File: src/rtl/crosswise_pkg.sv
package crosswise_pkg;
    localparam int OPW   = 4;
    localparam int SLW   = OPW / 2;
    localparam int PRODW = 2 * OPW;
    localparam int PPW   = 2 * SLW;
    localparam int MIDW  = PPW;
    localparam int TOPW  = PRODW - SLW;

    typedef logic [OPW-1:0]   operand_t;
    typedef logic [SLW-1:0]   slice_t;
    typedef logic [PPW-1:0]   pp_t;
    typedef logic [PRODW-1:0] product_t;

    typedef struct packed {
        pp_t hh;
        pp_t lh;
        pp_t hl;
        pp_t ll;
    } pp_set_t;

    typedef struct packed {
        logic carry;
        logic sum;
    } ha_t;

    function automatic ha_t half_add(input logic x, input logic y);
        ha_t r;
        r.sum   = x ^ y;
        r.carry = x & y;
        return r;
    endfunction
endpackage

File: src/rtl/slice_mul2.sv
module slice_mul2
    import crosswise_pkg::*;
(
    input  slice_t x,
    input  slice_t y,
    output pp_t    p
);
    ha_t cross_ha;
    ha_t top_ha;

    always_comb begin
        cross_ha = half_add(x[1] & y[0], x[0] & y[1]);
        top_ha   = half_add(x[1] & y[1], cross_ha.carry);
        p        = {top_ha.carry, top_ha.sum, cross_ha.sum, x[0] & y[0]};
    end
endmodule

File: src/rtl/gp_lookahead_add.sv
module gp_lookahead_add #(
    parameter int W = 4
) (
    input  logic [W-1:0] x,
    input  logic [W-1:0] y,
    input  logic         cin,
    output logic [W-1:0] s,
    output logic         cout
);
    logic [W-1:0] gen;
    logic [W-1:0] prp;
    logic [W:0]   cy;

    assign gen = x & y;
    assign prp = x ^ y;

    always_comb begin
        logic term;
        logic chain;
        cy[0] = cin;
        for (int i = 0; i < W; i++) begin
            term  = gen[i];
            chain = prp[i];
            for (int j = i - 1; j >= 0; j--) begin
                term  = term | (chain & gen[j]);
                chain = chain & prp[j];
            end
            cy[i+1] = term | (chain & cin);
        end
    end

    assign s    = prp ^ cy[W-1:0];
    assign cout = cy[W];
endmodule

File: src/rtl/crosswise_mul4.sv
module crosswise_mul4
    import crosswise_pkg::*;
(
    input  logic [3:0] mul_a,
    input  logic [3:0] mul_b,
    output logic [7:0] prod
);
    pp_set_t            pp;
    logic [MIDW-1:0]    mid_sum;
    logic [TOPW-1:0]    hi_sum;
    logic [TOPW-1:0]    fin_sum;
    logic               mid_cout;
    logic               hi_cout;
    logic               fin_cout;

    slice_mul2 u_ll (.x(mul_a[SLW-1:0]),   .y(mul_b[SLW-1:0]),   .p(pp.ll));
    slice_mul2 u_hl (.x(mul_a[OPW-1:SLW]), .y(mul_b[SLW-1:0]),   .p(pp.hl));
    slice_mul2 u_lh (.x(mul_a[SLW-1:0]),   .y(mul_b[OPW-1:SLW]), .p(pp.lh));
    slice_mul2 u_hh (.x(mul_a[OPW-1:SLW]), .y(mul_b[OPW-1:SLW]), .p(pp.hh));

    gp_lookahead_add #(.W(MIDW)) u_mid (
        .x    ({{(MIDW-SLW){1'b0}}, pp.ll[PPW-1:SLW]}),
        .y    (pp.hl),
        .cin  (1'b0),
        .s    (mid_sum),
        .cout (mid_cout)
    );

    gp_lookahead_add #(.W(TOPW)) u_hi (
        .x    ({pp.hh, {SLW{1'b0}}}),
        .y    ({{(TOPW-PPW){1'b0}}, pp.lh}),
        .cin  (1'b0),
        .s    (hi_sum),
        .cout (hi_cout)
    );

    gp_lookahead_add #(.W(TOPW)) u_fin (
        .x    (hi_sum),
        .y    ({{(TOPW-MIDW){1'b0}}, mid_sum}),
        .cin  (1'b0),
        .s    (fin_sum),
        .cout (fin_cout)
    );

    assign prod = {fin_sum, pp.ll[SLW-1:0]};
endmodule

File: config.mk
export PLATFORM = sky130hd
export DESIGN_NAME = crosswise_mul4
export DESIGN_NICKNAME = d
export VERILOG_FILES = /design/src/rtl/crosswise_pkg.sv /design/src/rtl/slice_mul2.sv /design/src/rtl/gp_lookahead_add.sv /design/src/rtl/crosswise_mul4.sv
export SDC_FILE = /design/constraint.sdc
export NUM_CORES = 1
export LEC_CHECK = 0
export CAP_MARGIN = 20
export CORE_MARGIN = 2
export CORE_UTILIZATION = 56
export DETAILED_ROUTE_END_ITERATION = 7
export GPL_TIMING_DRIVEN = 0
export PLACE_DENSITY = 0.86
export SETUP_SLACK_MARGIN = 0.1
export SYNTH_ARGS = -nofsm -noshare
export SYNTH_HDL_FRONTEND = slang
export SYNTH_HIERARCHICAL = 1
export SYNTH_SLANG_ARGS = --single-unit
File: constraint.sdc
create_clock -name vclk -period 4.9
set_input_delay 0.98 -clock vclk [all_inputs]
set_output_delay 0.98 -clock vclk [all_outputs]
set_load 0.01 [all_outputs]
; ---- Yosys cells after proc, flatten, opt, wreduce, memory -nomap -nowiden
; Cells that the tools add are included.
[word_totals]
register_bits = 0
input_bits = 8
[op_classes]
n_bitwise = 100
[ops]
columns = cell, n
row1 = bitwise AND 1 bit, 60
row2 = OR 1 bit, 23
row3 = bitwise XOR 6 x 4 -> 6 bit, 2
row4 = bitwise XOR 6 bit, 2
row5 = bitwise AND 5 x 4 -> 5 bit, 2
row6 = bitwise XOR 1 bit, 8
row7 = bitwise XOR 2 x 4 -> 4 bit, 1
row8 = bitwise XOR 4 bit, 1
row9 = bitwise AND 2 x 3 -> 3 bit, 1

; ---- Longest topological paths before layout
; Gate-level depths: netlist of run 1.
[logic_depth]
depth_word = 17
mapped_depth = 12
ltp_nobuf = 12

; ---- Hierarchy
; Netlist of run 1, hierarchy kept.
[modules_own_cells]
columns = mod, n_inst, cells_per_inst, area_per_inst_um2
row1 = gp_lookahead_add (u_fin ...), 2, 29, 249.0
row2 = slice_mul2, 4, 6, 50.0
row3 = gp_lookahead_add (u_mid), 1, 13, 132.6
row4 = crosswise_mul4, 1, 1, 3.8

; ---- Least setup slack after synthesis of run 1
; Ideal clock, no wire load.
[synth_path]
kind = input to output
start = input port mul_a[2]
end = output port prod[7]
arrival_ns = 3.443
setup_slack_ns = 0.477
cell_stages = 12
n_path_buf = 0
cell_sequence = and2_1 > ha_1 > ha_1 > ha_1 > a21o_1 > a31o_1 > xor2_1 > ha_1 > a21oi_1 > nor2b_1 > a311oi_2 > xnor2_1
[synth_rtl]
columns = item, line_no
row1 = start: declaration, crosswise_mul4.sv:4  ; input logic [3:0] mul_a,
row2 = end: declaration, crosswise_mul4.sv:6  ; output logic [7:0] prod

==> flow_summary.html, run 1 <==
<table>
<tr><th>Metric</th><th>Value</th></tr>
<tr><th colspan="2">STA</th></tr>
<tr><td>Number of hold violations in the final report</td><td>0</td></tr>
<tr><td>Max Clock Freq</td><td>212 MHz</td></tr>
<tr><td>Count of pins over their slew limit</td><td>0</td></tr>
<tr><td>Unrepaired setup endpoints after global routing</td><td>false</td></tr>
<tr><td>Worst hold slack</td><td>2.76 ns</td></tr>
<tr><td>Final period utilization</td><td>96.3%</td></tr>
<tr><td>Shortest period the worst path allows</td><td>4.72 ns</td></tr>
<tr><td>Total negative setup slack</td><td>0 ns</td></tr>
<tr><td>Setup-violating endpoint count in the final report</td><td>0</td></tr>
<tr><th colspan="2">Pwr</th></tr>
<tr><td>Power density normalized to cell area</td><td>220 mW/mm^2</td></tr>
<tr><td>Leakage</td><td>0.608 nW</td></tr>
<tr><td>Final Total Pwr</td><td>257 uW</td></tr>
<tr><td>Max rail drop VDD</td><td>0.176 mV</td></tr>
<tr><th colspan="2">GRT</th></tr>
<tr><td>Overflow left after global routing</td><td>0</td></tr>
<tr><td>Number of global-route vias before repair</td><td>773</td></tr>
<tr><td>Global-route wire length before repair</td><td>3230 um</td></tr>
<tr><td>Largest net degree at the start of global routing</td><td>5</td></tr>
<tr><td>All-layer global routing usage</td><td>23.4%</td></tr>
<tr><td>Antenna violations before repair</td><td>0</td></tr>
<tr><th colspan="2">Detailed routing</th></tr>
<tr><td>Mean number of vias per cell</td><td>5.38</td></tr>
<tr><td>Drt wl/cell</td><td>16.5 um</td></tr>
<tr><td>Met3 WL post-DR</td><td>77 um</td></tr>
<tr><td>Count of routing violations after the opening detailed-route iteration</td><td>11</td></tr>
<tr><td>Top layer in use</td><td>met4</td></tr>
<tr><td>Routed metal-1 wire length</td><td>896 um</td></tr>
<tr><td>Sum of met2 wire segment lengths after detailed routing</td><td>1310 um</td></tr>
<tr><td>Detailed-routing iteration count for the pre-antenna-repair pass</td><td>4</td></tr>
<tr><td>Detailed-route wire length</td><td>2330 um</td></tr>
<tr><td>DR DRC count</td><td>0</td></tr>
<tr><td>Number of vias in the routed layout</td><td>758</td></tr>
<tr><td>Post-DRT Antenna Nets</td><td>0</td></tr>
<tr><th colspan="2">Outcome</th></tr>
<tr><td>Outcome</td><td>completed</td></tr>
<tr><th colspan="2">Min path</th></tr>
<tr><td>Path category of the worst min-delay check</td><td>in2out</td></tr>
<tr><td>Worst Hold Launch</td><td>mul_b[0]</td></tr>
<tr><th colspan="2">Setup path</th></tr>
<tr><td>CP Launch Point</td><td>mul_b[2]</td></tr>
<tr><td>Required time reported for the critical path endpoint</td><td>3.92 ns</td></tr>
<tr><td>Largest fanout on the critical path</td><td>4</td></tr>
<tr><td>Crit path DAT</td><td>3.74 ns</td></tr>
<tr><td>Setup crit start kind</td><td>input pin</td></tr>
<tr><td>Crit path capture type</td><td>output pin</td></tr>
<tr><td>Startpoint-to-endpoint class of the critical path</td><td>in2out</td></tr>
<tr><th colspan="2">Yosys</th></tr>
<tr><td>Number of warnings printed during yosys synthesis</td><td>6</td></tr>
<tr><td>Post-synthesis instance area</td><td>805 sq um</td></tr>
<tr><td>Syn avg cell area</td><td>8.84 sq um</td></tr>
<tr><td>Cell count after synthesis</td><td>91</td></tr>
<tr><th colspan="2">Place</th></tr>
<tr><td># port buffers</td><td>16</td></tr>
<tr><td>Final weighted congestion in routability-driven placement</td><td>0.760</td></tr>
<tr><td>DP Wirelength</td><td>1360 um</td></tr>
<tr><td>Number of placed instances with taps included</td><td>138</td></tr>
<tr><th colspan="2">Final layout</th></tr>
<tr><td>Filler-free cell count of the finished design</td><td>141</td></tr>
<tr><td>Final net count</td><td>165</td></tr>
<tr><td>Diode insertion count for antenna repair</td><td>0</td></tr>
<tr><td>Signed area change from the synthesized netlist to the final layout</td><td>45.3%</td></tr>
<tr><td>Fraction of layout instances using a drive strength above 1</td><td>20.6%</td></tr>
<tr><td>Sequential standard cell area</td><td>0 sq um</td></tr>
<tr><td>Seq Cell Count</td><td>0</td></tr>
<tr><td>Clock buffer count in the final layout</td><td>0</td></tr>
<tr><td>Core utilization of the finished layout</td><td>88.7%</td></tr>
<tr><th colspan="2">Floorplan</th></tr>
<tr><td>Top-level port count</td><td>16</td></tr>
<tr><td>Starting Density</td><td>61.1%</td></tr>
<tr><td>CORE AREA</td><td>0.00132 sq mm</td></tr>
<tr><td>Y dimension of the die</td><td>41.9 um</td></tr>
<tr><td>Full die area</td><td>0.00176 sq mm</td></tr>
<tr><td>Site Rows</td><td>13</td></tr>
<tr><td>Chip width</td><td>41.9 um</td></tr>
<tr><th colspan="2">Flow run</th></tr>
<tr><td>Max cap viols</td><td>0</td></tr>
<tr><th colspan="2">Clocking</th></tr>
<tr><td>Number of buffers inserted by hold repair at cts</td><td>0</td></tr>
</table>
## power by group
| part | total [mW] | switching (mW) | internal, mW |
|---|---|---|---|
| combinational | 0.257 | 0.129 | 0.128 |
| sequential | 0 | 0 | 0 |
| clock | 0 | 0 | 0 |
| total | 0.257 | 0.129 | 0.128 |
## stage by stage
stage               setup WS [ns]  cell area, sq um
finish                      0.182              1170
global route               0.0543              1170
CTS                         0.113              1100
detailed placement         -0.625              1040
global placement           -0.548              1040
floorplan                   0.531               865
## what timing repair did
action                     in CTS  in global routing
gates resized for setup        20                 13
setup endpoints to repair       5                  5
setup buffers                   2                  1
pin swaps                       9                  5
## worst paths after layout
path                  end  slack (ns)  cells after the start
hold / removal    prod[0]        2.76                      3
setup / recovery  prod[7]        0.18                     13
## cell type report
type | instances | area [sq um]
tap | 15 | 18.8
inverter | 8 | 30.0
multi-input combinational | 99 | 935
fill | 66 | 149
timing repair buffer | 19 | 185
## critical path, cell delays in order
cell             delay [ns]
clkdlybuf4s50_1        0.47
and2_1                 0.17
ha_1                   0.21
ha_4                   0.26
ha_4                   0.15
o21bai_1               0.18
a21oi_1                0.18
xnor2_1                0.09
ha_1                   0.33
nor2b_1                0.15
a311oi_2               0.28
xnor2_1                0.14
buf_2                  0.14
## metal layers
layer  global-route usage (%)  vias up
met4                     1.94        0
met2                     51.2       21
met3                    0.870        6
met1                     24.1      362
met5                        0        -
li1                         -      369
## layout by cell type, fill, tap and decap left out
master            n
o21ai_0           1
and2_4            1
a211oi_1          1
xnor2_1           7
nor2_1            4
ha_2              2
o21bai_2          1
and2_1           15
fa_2              1
a21oi_1           3
dlygate4sd2_1     5
a211oi_2          3
clkdlybuf4s15_2   1
a21o_2            2
ha_4              5
conb_1           17
inv_1             8
a21o_1            2
dlymetal6s2s_1    5
a21oi_2           2
clkdlybuf4s50_1   4
o21bai_1          1
a31o_1            1
buf_2             1
o21ai_2           1
fa_1              2
xor2_1            3
buf_4             3
a311oi_2          2
ha_1             19
nor2b_1           2
xor2_2            1
Power figures use the tool's default switching activity.
==> run 2, diff against run 1 <==
Settings changed: GPL_ROUTABILITY_DRIVEN set to 1.
==> results of run 2 <==
No change in the layout: final DEF, timing and power equal those of run 1.
